`config.mk`:
```
export PLATFORM = sky130hd
export DESIGN_NAME = sram_ws_ctrl
export DESIGN_NICKNAME = d
export VERILOG_FILES = /design/src/rtl/sram_ws_pkg.sv /design/src/rtl/sram_sector_decode.sv /design/src/rtl/sram_ws_select.sv /design/src/rtl/sram_access_seq.sv /design/src/rtl/sram_ws_ctrl.sv
export SDC_FILE = /design/constraint.sdc
export NUM_CORES = 1
export LEC_CHECK = 0
export ABC_AREA = 1
export CAP_MARGIN = 20
export CORE_MARGIN = 5
export CORE_UTILIZATION = 65
export DETAILED_ROUTE_END_ITERATION = 16
export DONT_BUFFER_PORTS = 1
export PLACE_DENSITY = 0.81
export SLEW_MARGIN = 25
export SYNTH_ARGS = -nofsm -noshare
export SYNTH_HDL_FRONTEND = slang
export SYNTH_HIERARCHICAL = 1
export SYNTH_SLANG_ARGS = --single-unit
```
`constraint.sdc`:
```
create_clock -name clk -period 4.3 [get_ports clk]
set_input_delay 0.43 -clock clk [delete_from_list [all_inputs] [get_ports clk]]
set_output_delay 0.43 -clock clk [all_outputs]
set_load 0.01 [all_outputs]
```
`src/rtl/sram_ws_pkg.sv`:
```
package sram_ws_pkg;

  typedef enum logic [1:0] {
    ST_IDLE,
    ST_SETUP,
    ST_STRB,
    ST_HOLD
  } acc_state_t;

  typedef struct packed {
    logic [1:0] extra;  // strobe cycles beyond the first
    logic       hold;   // one idle cycle after completion
  } ws_timing_t;

  function automatic ws_timing_t ws_decode(input logic [1:0] code);
    ws_timing_t t;
    case (code)
      2'b00:   begin t.extra = 2'd0; t.hold = 1'b0; end
      2'b01:   begin t.extra = 2'd1; t.hold = 1'b0; end
      2'b10:   begin t.extra = 2'd2; t.hold = 1'b0; end
      default: begin t.extra = 2'd2; t.hold = 1'b1; end
    endcase
    return t;
  endfunction

endpackage

```
`src/rtl/sram_sector_decode.sv`:
```
module sram_sector_decode #(
  parameter int unsigned ADDR_W   = 16,
  parameter int unsigned SPLIT_W  = 3,
  parameter int unsigned EXT_BASE = 'h2200
) (
  input  logic [ADDR_W-1:0]  addr,
  input  logic [SPLIT_W-1:0] split,
  output logic               is_ext,
  output logic               is_upper
);
  localparam logic [ADDR_W-1:0]  BASE_A     = EXT_BASE[ADDR_W-1:0];
  localparam logic [SPLIT_W-1:0] MIN_SPLIT  = SPLIT_W'(2);

  logic [SPLIT_W-1:0] seg;

  assign seg      = addr[ADDR_W-1 -: SPLIT_W];
  assign is_ext   = (addr >= BASE_A);
  // codes below MIN_SPLIT leave a single (upper) sector
  assign is_upper = (split < MIN_SPLIT) ? 1'b1 : (seg >= split);
endmodule

```
`src/rtl/sram_ws_select.sv`:
```
module sram_ws_select
  import sram_ws_pkg::*;
(
  input  logic       is_upper,
  input  logic [1:0] ws_lower,
  input  logic [1:0] ws_upper,
  output ws_timing_t timing
);
  logic [1:0] code;

  assign code   = is_upper ? ws_upper : ws_lower;
  assign timing = ws_decode(code);
endmodule

```
`src/rtl/sram_access_seq.sv`:
```
module sram_access_seq
  import sram_ws_pkg::*;
#(
  parameter int unsigned ADDR_W = 16,
  parameter int unsigned DATA_W = 8
) (
  input  logic              clk,
  input  logic              rst,
  input  logic              req_valid,
  input  logic [ADDR_W-1:0] req_addr,
  input  logic              req_we,
  input  logic [DATA_W-1:0] req_wdata,
  input  logic              is_ext,
  input  ws_timing_t        timing,
  input  logic [DATA_W-1:0] ext_rdata,
  output logic              rsp_ready,
  output logic [DATA_W-1:0] rsp_rdata,
  output logic [ADDR_W-1:0] ext_addr,
  output logic [DATA_W-1:0] ext_wdata,
  output logic              ext_data_oe,
  output logic              ext_rd_n,
  output logic              ext_wr_n
);
  acc_state_t state;
  logic [1:0] cnt;
  logic       hold_q;
  logic       we_q;

  always_ff @(posedge clk) begin
    if (rst) begin
      state       <= ST_IDLE;
      cnt         <= '0;
      hold_q      <= 1'b0;
      we_q        <= 1'b0;
      rsp_ready   <= 1'b0;
      rsp_rdata   <= '0;
      ext_addr    <= '0;
      ext_wdata   <= '0;
      ext_data_oe <= 1'b0;
      ext_rd_n    <= 1'b1;
      ext_wr_n    <= 1'b1;
    end else begin
      rsp_ready <= 1'b0;
      case (state)
        ST_IDLE: begin
          ext_data_oe <= 1'b0;
          if (req_valid) begin
            if (!is_ext) begin
              rsp_ready <= 1'b1;
              rsp_rdata <= '0;
            end else begin
              ext_addr    <= req_addr;
              ext_wdata   <= req_wdata;
              ext_data_oe <= req_we;
              we_q        <= req_we;
              cnt         <= timing.extra;
              hold_q      <= timing.hold;
              state       <= ST_SETUP;
            end
          end
        end
        ST_SETUP: begin
          if (we_q) ext_wr_n <= 1'b0;
          else      ext_rd_n <= 1'b0;
          state <= ST_STRB;
        end
        ST_STRB: begin
          if (cnt == 2'd0) begin
            ext_rd_n  <= 1'b1;
            ext_wr_n  <= 1'b1;
            rsp_ready <= 1'b1;
            if (!we_q) rsp_rdata <= ext_rdata;
            state <= hold_q ? ST_HOLD : ST_IDLE;
          end else begin
            cnt <= cnt - 2'd1;
          end
        end
        default: begin
          ext_data_oe <= 1'b0;
          state       <= ST_IDLE;
        end
      endcase
    end
  end
endmodule

```
`src/rtl/sram_ws_ctrl.sv`:
```
module sram_ws_ctrl
  import sram_ws_pkg::*;
#(
  parameter int unsigned ADDR_W   = 16,
  parameter int unsigned DATA_W   = 8,
  parameter int unsigned SPLIT_W  = 3,
  parameter int unsigned EXT_BASE = 'h2200
) (
  input  logic               clk,
  input  logic               rst,
  input  logic               req_valid,
  input  logic [ADDR_W-1:0]  req_addr,
  input  logic               req_we,
  input  logic [DATA_W-1:0]  req_wdata,
  output logic               rsp_ready,
  output logic [DATA_W-1:0]  rsp_rdata,
  input  logic [SPLIT_W-1:0] cfg_split,
  input  logic [1:0]         cfg_ws_lower,
  input  logic [1:0]         cfg_ws_upper,
  output logic [ADDR_W-1:0]  ext_addr,
  output logic [DATA_W-1:0]  ext_wdata,
  output logic               ext_data_oe,
  output logic               ext_rd_n,
  output logic               ext_wr_n,
  input  logic [DATA_W-1:0]  ext_rdata
);
  logic       is_ext;
  logic       is_upper;
  ws_timing_t timing;

  sram_sector_decode #(
    .ADDR_W(ADDR_W), .SPLIT_W(SPLIT_W), .EXT_BASE(EXT_BASE)
  ) u_dec (
    .addr(req_addr), .split(cfg_split), .is_ext(is_ext), .is_upper(is_upper)
  );

  sram_ws_select u_sel (
    .is_upper(is_upper), .ws_lower(cfg_ws_lower), .ws_upper(cfg_ws_upper),
    .timing(timing)
  );

  sram_access_seq #(.ADDR_W(ADDR_W), .DATA_W(DATA_W)) u_seq (
    .clk(clk), .rst(rst), .req_valid(req_valid), .req_addr(req_addr),
    .req_we(req_we), .req_wdata(req_wdata), .is_ext(is_ext), .timing(timing),
    .ext_rdata(ext_rdata), .rsp_ready(rsp_ready), .rsp_rdata(rsp_rdata),
    .ext_addr(ext_addr), .ext_wdata(ext_wdata), .ext_data_oe(ext_data_oe),
    .ext_rd_n(ext_rd_n), .ext_wr_n(ext_wr_n)
  );
endmodule

```
==> results.md <==
- Reg2Reg Depth: 6
- I/O Pins: 79
- Gpl congestion: 0.8338
- CTS H-tree lvls: 2
- Dpl ws: 2422 ps
- Register Area: 840.8 um^2
- Crit-path slowest cell: clkinv_2
- Worst-margin pin slew: 422.9 ps
- Worst VDD drop: 0.0003712 V
- Ratio of final minimum period to clock period: 43.64%
- Via Count: 1729
- Post-synth EDFFs: 0
- Most frequent cells after synthesis: 93 x nand2_1, 42 x dfxtp_1, 39 x inv_1
- Diodes inserted: 0
- DR vias/cell: 5.100
- Util after Layout: 71.37%
- Fillers: 285
- Post-CTS Setup Repair Bufs: 0
- Critical path type: reg2reg
- Hold-fix buffers, CTS: 0
- Top-count cell post-synth: nand2_1
- Post-DP HPWL: 3.160 mm
- Initial antenna violation count: 0
- Min cycle time layout: 1877 ps
- Vias in the first global route: 1705
- Ys Warns: 6
- Port-buffer cells: 0
- Drt pass-1 iters: 5
- Relative slew slack: 71.77%
- Top cell type's share of synthesized area: 39.34%
- Root Buffer: clkbuf_4
- CP Capture Type: register
- Post-CTS resize count: 0
- Critical Path RT: 4560 ps
- Post-route DRC: 0
- Multi-input gate area: 1045 um^2
- Initial Util: 68.87%
- Final net count: 347
- Routed WL: 4.325 mm
- CTS sink cnt: 42
- Area after DPL: 2103 um^2
- Worst hold path class: in2reg
- Layout area overhead: 3.630%
- Critical path arrival: 2130 ps
- DIE AREA: 4535 um^2
- Synthesized netlist cell count: 297
- Core Footprint: 3103 um^2
- DR iter-0 viols: 89
- Total GRT Usage: 20.43%
- Register area share after synthesis: 39.34%
- Async SR Flop Fraction: 0%
- Static Leak: 1.020 nW
- Layout Skew: 2.519 ps
- Setup-failing EPs final: 0
- Clock tree buffer depth: 2
- Netlist cell types: 22
- DRT antenna net count: 0
- Skew-Pair Late Insertion Delay: 350 ps
- Final Max Slew Viols: 0
- Net count after synthesis: 350
- Hold Path Stages: 1
- Max-Cap Viols: 0
- Post-route cell area: 2215 um^2
- Final worst slack: 2423 ps
- Inserted Clock Buffers: 5
- Status: complete, no violations
- First-pass GRT wire length: 7.031 mm
- Worst-path maximum fanout: 27
- Largest net degree at the start of global routing: 30
- Startpoint Class: register
- Max Clk Rate: 532.9 MHz
- Num rows: 20
- CTS tree: built
- Setup TNS: 0 ps
- Final Hold Vio Count: 0
- RSZ-0062 raised after global routing: false
- Synth Area per Inst: 7.195 um^2
- Largest area contributor in the netlist: dfxtp_1
- Netlist Area Pre-Place: 2137 um^2
- Top post-synthesis cells by area: dfxtp_1 39%, nand2_1 16%, inv_1 6.9%
- Power Density: 675.3 nW/um^2
- CP Cell Sequence: inv_1 -> ha_1 -> nand3_4 -> clkinv_2 -> nand2_1 -> a21oi_1
- WL per Instance: 12.76 um
- Remaining Overflow, GRT: 0
- Ys flop type: dfxtp_1
- Layout cells sized above 1: 16.61%
- CTS clock-pin slew for the worst setup and hold paths: 120 ps
- Seq cells post-synth: 42
- Die W: 67.34 um
- Delay of the slowest critical-path stage: 430 ps
- Height of the die: 67.34 um
-- sequential cells by signal, indices dropped and copies added, names as in the netlist --
register	count
u_seq/rsp_ready	1
u_seq/hold_q	1
u_seq/ext_data_oe	1
u_seq/rsp_rdata	8
u_seq/cnt	2
u_seq/ext_rd_n	1
u_seq/ext_wr_n	1
u_seq/ext_addr	16
u_seq/state	2
u_seq/ext_wdata	8
u_seq/we_q	1
-- logic make-up (layout without fill, tap and decap cells) --
group           Yosys count  in the layout  share of synthesized area, %
buf+inv                  53             51                         11.77
flops                    42             42                         39.34
fa+ha+maj                10             10                         5.855
compound gates           40             40                         11.12
simple gates            152            152                         31.91
-- cells in the final DEF (no fill, tap or decap), drive strengths merged --
cell type  count
nand2        114
dfxtp         42
inv           42
a21oi         31
nor2          23
ha            10
o21ai          9
nand3          9
nand4          6
clkbuf         6
bufinv         2
clkinv         1
-- metrics by stage --
step	hold WS, ps	std cells	power (W)
after floorplan	444.7	297	0.001116
after global placement	467.6	331	0.001156
after detailed placement	482.4	331	0.001179
after CTS	104.6	339	0.001507
after global routing	76.17	339	0.001625
final	130.8	339	0.001495
-- final timing paths --
path	startpoint	endpoint	slack, ps
setup / recovery	u_seq/state[0]	u_seq/ext_data_oe	2420
setup reg to reg	u_seq/state[0]	u_seq/ext_data_oe	2420
hold reg to reg	u_seq/we_q	u_seq/we_q	500
hold / removal	rst	u_seq/ext_addr[12]	130
-- area by class of cell --
type,instances,area share (%)
multi-input combinational,202,47.18
tap,44,2.486
clock buffer,6,2.316
clock inverter,2,2.712
inverter,43,7.345
sequential,42,37.97
-- power breakdown --
part	total (W)	leakage [nW]	switching (W)	internal, W
clock network	0.000324	0.0585	0.000127	0.000197
registers	0.000575	0.345	0.0000942	0.000481
logic	0.000596	0.617	0.000394	0.000203
total	0.00150	1.02	0.000615	0.000881
-- worst max-delay path: cells and delay by family (launching register included) --
| family | cells | cell delay (ps) |
|---|---|---|
| adder cells (fa/ha/maj) | 1 | 280 |
| buffers and inverters | 2 | 560 |
| AO/OA/AOI/OAI | 1 | 80 |
| flip-flops | 1 | 410 |
| AND/OR/NAND/NOR | 2 | 440 |
-- routing by layer --
layer	vias to the layer above	wire (um)	track usage, %
met1	755	1698	20.37
met2	61	2115	36.07
met4	0	68	7.848
li1	903	-	-
met3	10	442	10.32
met5	-	0	0
Note: power is estimated with default switching activity, not from simulation.
